===== config.mk =====
export PLATFORM = sky130hd
export DESIGN_NAME = exchange_sorter
export DESIGN_NICKNAME = d
export VERILOG_FILES = /design/src/rtl/sorter_pkg.sv /design/src/rtl/sorter_mem.sv /design/src/rtl/sorter_datapath.sv /design/src/rtl/sorter_ctrl.sv /design/src/rtl/exchange_sorter.sv
export SDC_FILE = /design/constraint.sdc
export NUM_CORES = 1
export LEC_CHECK = 0
export BUFFER_PORTS_ARGS = -buffer_cell sky130_fd_sc_hd__buf_2
export CAP_MARGIN = 20
export CORE_ASPECT_RATIO = 0.7
export CORE_MARGIN = 1
export CORE_UTILIZATION = 55
export CTS_BUF_LIST = sky130_fd_sc_hd__clkbuf_8
export DETAILED_ROUTE_END_ITERATION = 8
export PLACE_DENSITY = 0.84
export SLEW_MARGIN = 20
export SYNTH_ARGS = -nofsm -noshare
export SYNTH_HDL_FRONTEND = slang
export SYNTH_SLANG_ARGS = --single-unit

===== constraint.sdc =====
create_clock -name clk -period 3.8 [get_ports clk]
set_clock_uncertainty 0.15 [all_clocks]
set_input_delay 0.38 -clock clk [delete_from_list [all_inputs] [get_ports clk]]
set_output_delay 0.38 -clock clk [all_outputs]
set_load 0.02 [all_outputs]

===== src/rtl/sorter_pkg.sv =====
package sorter_pkg;

  typedef enum logic [3:0] {
    ST_IDLE,
    ST_LOAD_A,
    ST_LOAD_B,
    ST_CMP,
    ST_WR_I,
    ST_WR_J,
    ST_RELOAD,
    ST_STEP,
    ST_DONE
  } sort_state_e;

  typedef struct packed {
    logic clr_i;   // outer index to zero
    logic inc_i;   // outer index step
    logic ld_j;    // inner index to i+1
    logic inc_j;   // inner index step
    logic en_a;    // capture memory word into A
    logic en_b;    // capture memory word into B
    logic sel_j;   // address from j, else from i
    logic sel_b;   // write data from B, else from A
    logic we;      // controller write
  } sort_ctl_t;

endpackage


===== src/rtl/sorter_mem.sv =====
module sorter_mem #(
  parameter int DATA_W = 8,
  parameter int ADDR_W = 2
) (
  input  logic              clk,
  input  logic              we,
  input  logic [ADDR_W-1:0] addr,
  input  logic [DATA_W-1:0] wdata,
  output logic [DATA_W-1:0] rdata
);
  localparam int DEPTH = 1 << ADDR_W;

  logic [DATA_W-1:0] cells [DEPTH];

  always_ff @(posedge clk) begin
    if (we) cells[addr] <= wdata;
  end

  assign rdata = cells[addr];
endmodule


===== src/rtl/sorter_datapath.sv =====
module sorter_datapath
  import sorter_pkg::*;
#(
  parameter int DATA_W = 8,
  parameter int ADDR_W = 2
) (
  input  logic              clk,
  input  logic              rst_n,
  input  logic              start,
  input  logic [ADDR_W-1:0] ext_addr,
  input  logic [DATA_W-1:0] wr_data,
  input  logic              wr_init,
  input  sort_ctl_t         ctl,
  input  logic [DATA_W-1:0] mem_rdata,
  output logic [ADDR_W-1:0] mem_addr,
  output logic [DATA_W-1:0] mem_wdata,
  output logic              mem_we,
  output logic [DATA_W-1:0] a_q,
  output logic [DATA_W-1:0] b_q,
  output logic [ADDR_W-1:0] i_q,
  output logic [ADDR_W-1:0] j_q,
  output logic              i_last,
  output logic              j_last,
  output logic              a_gt_b
);
  localparam int DEPTH = 1 << ADDR_W;
  localparam logic [ADDR_W-1:0] I_END = ADDR_W'(DEPTH - 2);
  localparam logic [ADDR_W-1:0] J_END = ADDR_W'(DEPTH - 1);

  // outer index
  always_ff @(posedge clk or negedge rst_n) begin
    if (!rst_n)         i_q <= '0;
    else if (ctl.clr_i) i_q <= '0;
    else if (ctl.inc_i) i_q <= i_q + 1'b1;
  end

  // inner index
  always_ff @(posedge clk or negedge rst_n) begin
    if (!rst_n)         j_q <= '0;
    else if (ctl.ld_j)  j_q <= i_q + 1'b1;
    else if (ctl.inc_j) j_q <= j_q + 1'b1;
  end

  // operand registers
  always_ff @(posedge clk or negedge rst_n) begin
    if (!rst_n) begin
      a_q <= '0;
      b_q <= '0;
    end else begin
      if (ctl.en_a) a_q <= mem_rdata;
      if (ctl.en_b) b_q <= mem_rdata;
    end
  end

  assign i_last = (i_q == I_END);
  assign j_last = (j_q == J_END);
  assign a_gt_b = (a_q > b_q);

  // port ownership follows the start level
  always_comb begin
    if (start) begin
      mem_addr  = ctl.sel_j ? j_q : i_q;
      mem_wdata = ctl.sel_b ? b_q : a_q;
      mem_we    = ctl.we;
    end else begin
      mem_addr  = ext_addr;
      mem_wdata = wr_data;
      mem_we    = wr_init;
    end
  end
endmodule


===== src/rtl/sorter_ctrl.sv =====
module sorter_ctrl
  import sorter_pkg::*;
(
  input  logic        clk,
  input  logic        rst_n,
  input  logic        start,
  input  logic        i_last,
  input  logic        j_last,
  input  logic        a_gt_b,
  output sort_ctl_t   ctl,
  output sort_state_e st,
  output logic        done
);
  sort_state_e nxt;

  always_ff @(posedge clk or negedge rst_n) begin
    if (!rst_n) st <= ST_IDLE;
    else        st <= nxt;
  end

  always_comb begin
    nxt = st;
    ctl = '0;
    unique case (st)
      ST_IDLE: begin
        if (start) begin
          ctl.clr_i = 1'b1;
          nxt       = ST_LOAD_A;
        end
      end
      ST_LOAD_A: begin
        ctl.en_a = 1'b1;
        ctl.ld_j = 1'b1;
        nxt      = ST_LOAD_B;
      end
      ST_LOAD_B: begin
        ctl.sel_j = 1'b1;
        ctl.en_b  = 1'b1;
        nxt       = ST_CMP;
      end
      ST_CMP: begin
        nxt = a_gt_b ? ST_WR_I : ST_STEP;
      end
      ST_WR_I: begin
        ctl.sel_b = 1'b1;
        ctl.we    = 1'b1;
        nxt       = ST_WR_J;
      end
      ST_WR_J: begin
        ctl.sel_j = 1'b1;
        ctl.we    = 1'b1;
        nxt       = ST_RELOAD;
      end
      ST_RELOAD: begin
        ctl.en_a = 1'b1;
        nxt      = ST_STEP;
      end
      ST_STEP: begin
        if (!j_last) begin
          ctl.inc_j = 1'b1;
          nxt       = ST_LOAD_B;
        end else if (!i_last) begin
          ctl.inc_i = 1'b1;
          nxt       = ST_LOAD_A;
        end else begin
          nxt = ST_DONE;
        end
      end
      ST_DONE: begin
        if (!start) nxt = ST_IDLE;
      end
      default: nxt = ST_IDLE;
    endcase
  end

  assign done = (st == ST_DONE);
endmodule


===== src/rtl/exchange_sorter.sv =====
module exchange_sorter
  import sorter_pkg::*;
#(
  parameter int DATA_W = 8,
  parameter int ADDR_W = 2
) (
  input  logic              clk,
  input  logic              rst_n,
  input  logic [DATA_W-1:0] wr_data,
  output logic [DATA_W-1:0] rd_data,
  input  logic [ADDR_W-1:0] ext_addr,
  input  logic              wr_init,
  input  logic              start,
  input  logic              rd_en,
  output logic              done
);
  sort_ctl_t         ctl;
  sort_state_e       st;
  logic [ADDR_W-1:0] mem_addr;
  logic [DATA_W-1:0] mem_wdata;
  logic [DATA_W-1:0] mem_rdata;
  logic              mem_we;
  logic [DATA_W-1:0] a_q;
  logic [DATA_W-1:0] b_q;
  logic [ADDR_W-1:0] i_q;
  logic [ADDR_W-1:0] j_q;
  logic              i_last;
  logic              j_last;
  logic              a_gt_b;

  sorter_ctrl u_ctrl (
    .clk    (clk),
    .rst_n  (rst_n),
    .start  (start),
    .i_last (i_last),
    .j_last (j_last),
    .a_gt_b (a_gt_b),
    .ctl    (ctl),
    .st     (st),
    .done   (done)
  );

  sorter_datapath #(.DATA_W(DATA_W), .ADDR_W(ADDR_W)) u_dp (
    .clk       (clk),
    .rst_n     (rst_n),
    .start     (start),
    .ext_addr  (ext_addr),
    .wr_data   (wr_data),
    .wr_init   (wr_init),
    .ctl       (ctl),
    .mem_rdata (mem_rdata),
    .mem_addr  (mem_addr),
    .mem_wdata (mem_wdata),
    .mem_we    (mem_we),
    .a_q       (a_q),
    .b_q       (b_q),
    .i_q       (i_q),
    .j_q       (j_q),
    .i_last    (i_last),
    .j_last    (j_last),
    .a_gt_b    (a_gt_b)
  );

  sorter_mem #(.DATA_W(DATA_W), .ADDR_W(ADDR_W)) u_mem (
    .clk   (clk),
    .we    (mem_we),
    .addr  (mem_addr),
    .wdata (mem_wdata),
    .rdata (mem_rdata)
  );

  assign rd_data = (rd_en && !start) ? mem_rdata : '0;
endmodule


==> metrics.txt, run 1 <==
outcome finished, final reports clean; HPWL after detailed placement 3970 um; diode count 0; RR Endpoint u_mem.cells[1][2]; hold slack 0.330 ns; area added between synthesis and finish 11.2%; Yosys warnings 0; layout cell share with drive strength beyond 1 23.7%; register area 1560 um^2; Final Max Tran Viols 0; number of global-route vias before repair 1779; Post-Syn Area 2870 um^2; Top FF cell, synth edfxtp_1; Port Buf Inserts 23; clock transition at the registers of the reported paths 0.10 ns; Seq pwr share 39.1%; post-CTS sizing 0; CTS tree done; Routed WL 5390 um; worst setup path start u_ctrl.st[0]; type of origin of the critical path flip-flop; Global Route Usage Sum 21.5%; Via density 5.48; Skew-Pair Late Insertion Delay 0.31 ns; Initial Util 58.7%; flops & latches, synth 56; most common cell after layout, fill and taps aside edfxtp_1; Clock Sinks 56; critical path class reg -> out; Critical Path AT 3.08 ns; Final period util 95.1%; Die Y-Extent 62.4 um; CTS max path bufs 2; # IOs 24; Critical R2R Launch u_ctrl.st[0]; Worst Reg2Reg Path Length in Cells 6; residual DRC count 0; largest fanout on the critical path 12; part of the power in the clock network 15.5%; Starting DRT DRC Count 126; Post-synth EDFFs 32; Pwr Density 802 nW/um^2; Synth Instances 244; flop2flop setup slack 0.70 ns; fin crit period 3.61 ns; Syn Nets 269; maxcap violations 0; post-route ant nets 0; GP Congestion 0.845; wire per inst 15.9 um; Nets 294; router iterations before antenna repair 5; H-tree Lvls 2; cts bufs inserted 5; register area share after synthesis 54.5%; via count 1858; crit path to rd_data[6]; Rel. slew slack 38.5%; Switch Pwr 0.995 mW; Peak VDD IR 0.390 mV; most frequent cells in the layout edfxtp_1 (32), nor2_1 (28), mux2i_1 (25); first-pass GRT wire length 8740 um; Lkg Pwr 1.32 nW; area of the multi-input gates 1210 um^2; initial antenna violation count 0; Worst-Margin Slew 0.918 ns; row cnt 21; Synth async-reset ratio 42.9%; TNS Setup 0 ns; Comb pwr share 45.4%; CP Capture Type output pin; required time of the critical path 3.27 ns; FMAX 277 MHz; die width 88.3 um; total gr overflow 0; Hold WC Path Type in -> reg; fill count 392; core area 4890 um^2; Synth cell types 39; pin count of the biggest net entering global routing 25; Fin. Hold Viols 0; Mean Syn Cell Area 11.7 um^2; unrepaired setup endpoints after global routing no; final setup fails 0; root buffer cell clkbuf_8; P_int 1.56 mW; sw frac 38.9%; die area 5510 um^2
Yosys cell counts, types with 7 or more instances:
master     n  area (um^2)
a21oi_1   13         65.1
clkbuf_1   7         26.3
dfrtp_1   24          601
edfxtp_1  32          961
ha_1      10          125
inv_1     10         37.5
mux2_4     7          105
mux2i_1   26          260
nand2_1   22         82.6
nor2_1    28          105
o21ai_0    7         35.0
o21ai_2   12          105
per-stage QoR:
| stage | instance area [um^2] | total power, mW | utilization, % | worst slack, ns | instances |
|---|---|---|---|---|---|
| final | 3190 | 2.56 | 65.2 | 0.187 | 339 |
| after global placement | 3060 | 2.10 | 62.6 | 0.636 | 330 |
| after global routing | 3190 | 2.74 | 65.2 | 0.0545 | 339 |
| after floorplan | 2870 | 1.88 | - | 0.762 | 244 |
| after detailed placement | 3060 | 2.16 | 62.7 | 0.518 | 330 |
| after CTS | 3190 | 2.56 | 65.2 | 0.166 | 339 |
layout make-up:
type                            count  share of cell area [%]
Timing Repair Buffer               31                    5.57
Clock buffer                        5                    2.16
Inverter                           10                    1.18
Tap cell                           69                    2.71
Clock inverter                      3                    1.45
Sequential cell                    56                    49.0
Multi-Input combinational cell    165                    38.0
worst min-delay path by stage:
| stage | start | to | slack, ns | depth (start not counted) |
|---|---|---|---|---|
| after CTS | wr_data[0] | u_mem.cells[3][0] | 0.33 | 3 |
| after global routing | wr_data[6] | u_mem.cells[3][6] | 0.34 | 3 |
| after global placement | rst_n | u_dp.b_q[4] | 0.25 | 1 |
| after floorplan | rst_n | u_ctrl.st[0] | -0.07 | 0 |
| after detailed placement | rst_n | u_dp.b_q[5] | 0.26 | 1 |
| final | wr_data[0] | u_mem.cells[3][0] | 0.33 | 3 |
registers in the layout (all words and copies together) (netlist names):
name,count
u_dp.b_q,8
u_dp.a_q,8
u_dp.i_q,2
u_dp.j_q,2
u_ctrl.st,4
u_mem.cells,32
power by group through the flow:
| stage | Combinational [mW] | Sequential (mW) | Clock (mW) |
|---|---|---|---|
| 6_report | 1.16 | 1.00 | 0.396 |
| 5_1_grt | 1.29 | 1.02 | 0.430 |
| 2_1_floorplan | 0.942 | 0.943 | 0 |
| 4_1_cts | 1.16 | 0.999 | 0.401 |
| 3_5_place_dp | 1.15 | 1.01 | 0 |
| 3_3_place_gp | 1.10 | 1.00 | 0 |
worst max-delay path: stages, from the launching register on:
cell     delay, ns
dfrtp_1       0.51
or4b_1        0.63
nand2_4       0.12
mux2_4        0.30
mux2i_2       0.34
buf_4         0.25
mux2_4        0.33
nor2_1        0.10
buf_2         0.18
kinds of logic (layout without fill, tap and decap cells):
logic type | after synthesis | count (layout) | synth area share (%)
and+or+nand+nor | 75 | 75 | 13.0
DFF | 56 | 56 | 54.5
AOI/OAI and AO/OA | 41 | 41 | 9.60
muxes | 36 | 36 | 14.0
buffers and inverters | 23 | 49 | 3.62
adders and majority gates | 10 | 10 | 4.36
xor gates and xnor gates | 3 | 3 | 0.917
per-layer routing:
| layer | wire, um | track usage, % | vias to the layer above |
|---|---|---|---|
| met5 | 0 | 0 | - |
| met4 | 76 | 8.06 | 0 |
| met3 | 176 | 5.15 | 8 |
| met2 | 2430 | 30.6 | 40 |
| met1 | 2710 | 32.0 | 888 |
| li1 | - | - | 922 |
repair_timing:
item	4_1_cts	5_1_grt
setup buffers	0	0
hold buffers	1	0
endpoints found under the hold margin	24	0
(Power assumes the default switching activity.)
==> run 2: changes to the inputs <==
- CELL_PAD_IN_SITES_DETAIL_PLACEMENT: not set -> 0
- CELL_PAD_IN_SITES_GLOBAL_PLACEMENT: not set -> 1
- CORE_UTILIZATION: 55 -> 50
- PLACE_DENSITY: 0.84 -> 0.92
==> metrics.txt, run 2 (same netlist as run 1, synthesis figures left out) <==
RR Endpoint u_mem.cells[1][5]; Power Total 2.49 mW; clock transition at the registers of the reported paths 0.11 ns; area added between synthesis and finish 10.4%; Port Buf Inserts 23; router iterations before antenna repair 4; Final Max Tran Viols 0; layout cell share with drive strength beyond 1 23.4%; diode count 0; final setup fails 0; worst setup path start u_ctrl.st[0]; Critical Path AT 2.96 ns; H-tree Lvls 2; wire per inst 16.6 um; biggest regs u_mem.cells (32), u_dp.a_q (8), u_dp.b_q (8); # IOs 24; residual DRC count 0; row cnt 22; unrepaired setup endpoints after global routing no; Layout Utilization 59.0%; crit-path cells or4b_1 > nand2_4 > mux2_4 > mux2i_2 > buf_4 > mux2_2 > nor2_1 > buf_2; Final period util 91.9%; type of origin of the critical path flip-flop; Lkg Pwr 1.31 nW; outcome finished, final reports clean; Final Worst Setup Slack 0.307 ns; FMAX 286 MHz; Post-CTS Setup Inserts 0; post-route insts no fill 341; GP Congestion 0.797; sw frac 40.2%; Comb pwr share 46.0%; Peak VDD IR 0.450 mV; slowest stage cell on the critical path or4b_1; slowest cell delay on critical path 0.63 ns; initial antenna violation count 0; required time of the critical path 3.27 ns; Critical R2R Launch u_ctrl.st[0]; via count 1832; Starting DRT DRC Count 126; routed wl met2 2470 um; register with the most flip-flops u_mem.cells; Largest register FFs 32; P_int 1.49 mW; die width 92.5 um; most frequent cells in the layout edfxtp_1 (32), nor2_1 (28), mux2i_1 (25); Skew-Pair Late Insertion Delay 0.32 ns; critical path class reg -> out; Global Route Usage Sum 20.9%; maxcap violations 0; Worst Reg2Reg Path Length in Cells 6; TNS Setup 0 ns; largest fanout on the critical path 12; placed instance count 332; Rel. slew slack 37.7%; number of global-route vias before repair 1742; WL met1 2800 um; post-place setup slack 0.681 ns; part of the power in the clock network 13.6%; core area 5370 um^2; cts bufs inserted 5; crit path to rd_data[0]; met3 routed WL 306 um; root buffer cell clkbuf_8; Pwr Density 787 nW/um^2; Die Y-Extent 65.4 um; Routed WL 5650 um; fin crit period 3.49 ns; most common cell after layout, fill and taps aside edfxtp_1; total gr overflow 0; post-route ant nets 0; Seq pwr share 40.3%; top sig layer met4; Nets 293; die area 6040 um^2; HPWL after detailed placement 3850 um; Hold WC Path Type in -> reg; Fin. Hold Viols 0; CTS max path bufs 2; pin count of the biggest net entering global routing 25; first-pass GRT wire length 9160 um; CTS tree done; CP Capture Type output pin; Via density 5.37; Switch Pwr 1.00 mW; Clock Sinks 56; Worst-Margin Slew 0.929 ns; Initial Util 53.4%; flop2flop setup slack 0.82 ns
## run 2: cell types whose count changed in the layout (fill, tap and decap cells not counted)
cell / previous run / this run
buf_4: 7 / 6
clkinv_4: 0 / 2
bufinv_16: 1 / 0
clkinvlp_4: 1 / 0
## run 2: final cells by class
cell class	count	area (um^2)
fill	454	2200
clock buffer	5	68.8
inverter	10	37.5
timing repair buffer	30	170
tap	72	90.1
sequential	56	1560
multi-input combinational	165	1210
clock inverter	3	26.3
## run 2: power groups by stage
stage | clock, mW | combinational [mW] | sequential, mW
floorplan | 0 | 0.942 | 0.943
global placement | 0 | 1.12 | 1.00
detailed placement | 0 | 1.14 | 1.01
CTS | 0.345 | 1.15 | 1.00
global route | 0.371 | 1.28 | 1.03
finish | 0.340 | 1.15 | 1.01
## run 2: repair_timing
item | in CTS | in global routing
resized for setup | 0 | 0
hold buffers | 1 | 0
endpoints found under the hold margin | 24 | 0
## run 2: per-layer routing
layer / track usage [%] / up-vias
met5: 0 / -
met1: 30.6 / 867
met2: 31.6 / 44
met3: 3.70 / 8
li1: - / 913
met4: 6.45 / 0
## run 2: worst max-delay path: cells and delay by family (launching register included)
family | cells | cell delay [ns]
buf+inv | 2 | 0.45
flops | 1 | 0.51
mux | 3 | 0.83
simple gates | 3 | 0.85
## run 2: worst min-delay path by stage
stage,from,to,depth (start not counted)
2_1_floorplan,rst_n,u_ctrl.st[0],0
3_3_place_gp,rst_n,u_dp.j_q[1],1
3_5_place_dp,rst_n,u_dp.j_q[1],1
4_1_cts,wr_data[7],u_mem.cells[1][7],3
5_1_grt,wr_data[7],u_mem.cells[1][7],3
6_report,wr_data[7],u_mem.cells[1][7],3
## run 2: through the flow
step / hold WS [ns] / cell area (um^2)
6_report: 0.307 / 3160
5_1_grt: 0.327 / 3160
4_1_cts: 0.304 / 3160
3_5_place_dp: 0.265 / 3060
3_3_place_gp: 0.245 / 3060
2_1_floorplan: -0.0656 / 2870
==> run 3: changes to the inputs <==
--- a/config.mk
+++ b/config.mk
@@ -12,3 +12,3 @@
 export CORE_ASPECT_RATIO = 0.7
-export CORE_MARGIN = 1
+export CORE_MARGIN = 4
 export CORE_UTILIZATION = 50
==> constraint.sdc (replaced) <==
create_clock -name clk -period 3.8 [get_ports clk]
set_clock_uncertainty 0.15 [all_clocks]
set_input_delay 0 -clock clk [delete_from_list [all_inputs] [get_ports clk]]
set_output_delay 0 -clock clk [all_outputs]
set_load 0.02 [all_outputs]
==> metrics.txt, run 3 (same netlist as run 1, synthesis figures left out) <==
Final Max Tran Viols 0; CTS tree done; unrepaired setup endpoints after global routing no; Lkg Pwr 1.34 nW; initial antenna violation count 0; Starting DRT DRC Count 98; Worst Reg2Reg Path Length in Cells 6; Port Buf Inserts 23; type of origin of the critical path flip-flop; Final Worst Setup Slack 0.440 ns; H-tree Lvls 2; first-pass GRT wire length 9590 um; CTS max path bufs 2; total gr overflow 0; root buffer cell clkbuf_8; via count 1839; FMAX 298 MHz; clock transition at the registers of the reported paths 0.10 ns; HPWL after detailed placement 4190 um; row cnt 22; number of global-route vias before repair 1820; Fin. Hold Viols 0; router iterations before antenna repair 4; # IOs 24; Peak VDD IR 0.407 mV; required time of the critical path 3.65 ns; Initial Util 53.1%; Global Route Usage Sum 17.6%; cts bufs inserted 5; Critical Path AT 3.21 ns; Routed WL 5750 um; residual DRC count 0; Post-CTS Setup Inserts 0; Skew-Pair Late Insertion Delay 0.30 ns; TNS Setup 0 ns; outcome finished, final reports clean; register with the most flip-flops u_mem.cells; Final period util 88.4%; die width 98.5 um; critical path class reg -> out; Via density 5.30; maxcap violations 0; layout cell share with drive strength beyond 1 22.5%; Pwr Density 788 nW/um^2; post-CTS sizing 0; Die Y-Extent 71.4 um; most frequent cells in the layout edfxtp_1 (32), nor2_1 (28), mux2i_1 (25); most common cell after layout, fill and taps aside edfxtp_1; fin crit period 3.36 ns; biggest regs u_mem.cells (32), u_dp.a_q (8), u_dp.b_q (8); GP Congestion 0.788; Largest register FFs 32; CP Capture Type output pin; fill count 447; area added between synthesis and finish 12.7%; largest fanout on the critical path 13; worst hold path depth 3; Nets 299; Worst-Margin Slew 1.03 ns; post-route ant nets 0; core area 5400 um^2; final setup fails 0; Clock Sinks 56; die area 7030 um^2; Rel. slew slack 30.9%; wire per inst 16.6 um; Hold WC Path Type in -> reg; diode count 0; Hold Buf Count CTS 6; pin count of the biggest net entering global routing 25; post-place setup slack 0.783 ns
-- run 3: metal layers --
layer / vias to the layer above / part of all wire (%) / GRT usage, %
met5: - / 0 / 0
met4: 0 / 0.99 / 4.85
met3: 7 / 4.7 / 4.28
met2: 32 / 45 / 26.4
met1: 866 / 49 / 25.7
li1: 934 / - / -
-- run 3: layout make-up --
class | count | area, um^2 | area share, %
flip-flops and latches | 56 | 1560 | 48.4
multi-input cells | 165 | 1200 | 37.3
repair buffers | 36 | 228 | 7.05
well taps | 72 | 90.1 | 2.79
clock buffers | 5 | 68.8 | 2.13
clock inverters | 3 | 38.8 | 1.20
inverters | 10 | 37.5 | 1.16
-- run 3: where the power goes --
part	switching [mW]	internal, mW	total (mW)	leakage [nW]
registers	0.148	0.853	1.00	0.583
clock network	0.187	0.193	0.380	0.0593
logic	0.660	0.504	1.16	0.702
total	0.995	1.55	2.54	1.34
-- run 3: metrics by stage --
stage	power [mW]	hold WS [ns]	instance area, um^2	utilization, %	std cells
2_1_floorplan	1.88	-0.446	2870	-	244
3_3_place_gp	2.14	-0.126	3060	56.7	333
3_5_place_dp	2.17	-0.124	3060	56.7	333
4_1_cts	2.56	0.0157	3230	59.9	347
5_1_grt	2.75	0.00626	3230	59.9	347
6_report	2.54	0.0142	3230	59.9	347
-- run 3: critical path: stages (launching register included) --
cell and delay [ns]:
dfrtp_1 0.59, or4bb_1 0.57, nand2_4 0.10, mux2_4 0.30, mux2i_2 0.47, buf_4 0.27, mux2_4 0.34, nor2_1 0.09
buf_2 0.17
-- run 3: final timing paths --
path                               from                end  slack, ns
setup / recovery           u_ctrl.st[2]         rd_data[3]       0.44
hold / removal               wr_data[4]  u_mem.cells[1][4]       0.01
setup reg to reg           u_ctrl.st[2]  u_mem.cells[0][0]       0.74
hold reg to reg             u_dp.b_q[5]        u_dp.b_q[5]       0.37
max in group asynchronous         rst_n        u_dp.a_q[5]       3.05
min in group asynchronous         rst_n        u_dp.j_q[1]       0.07
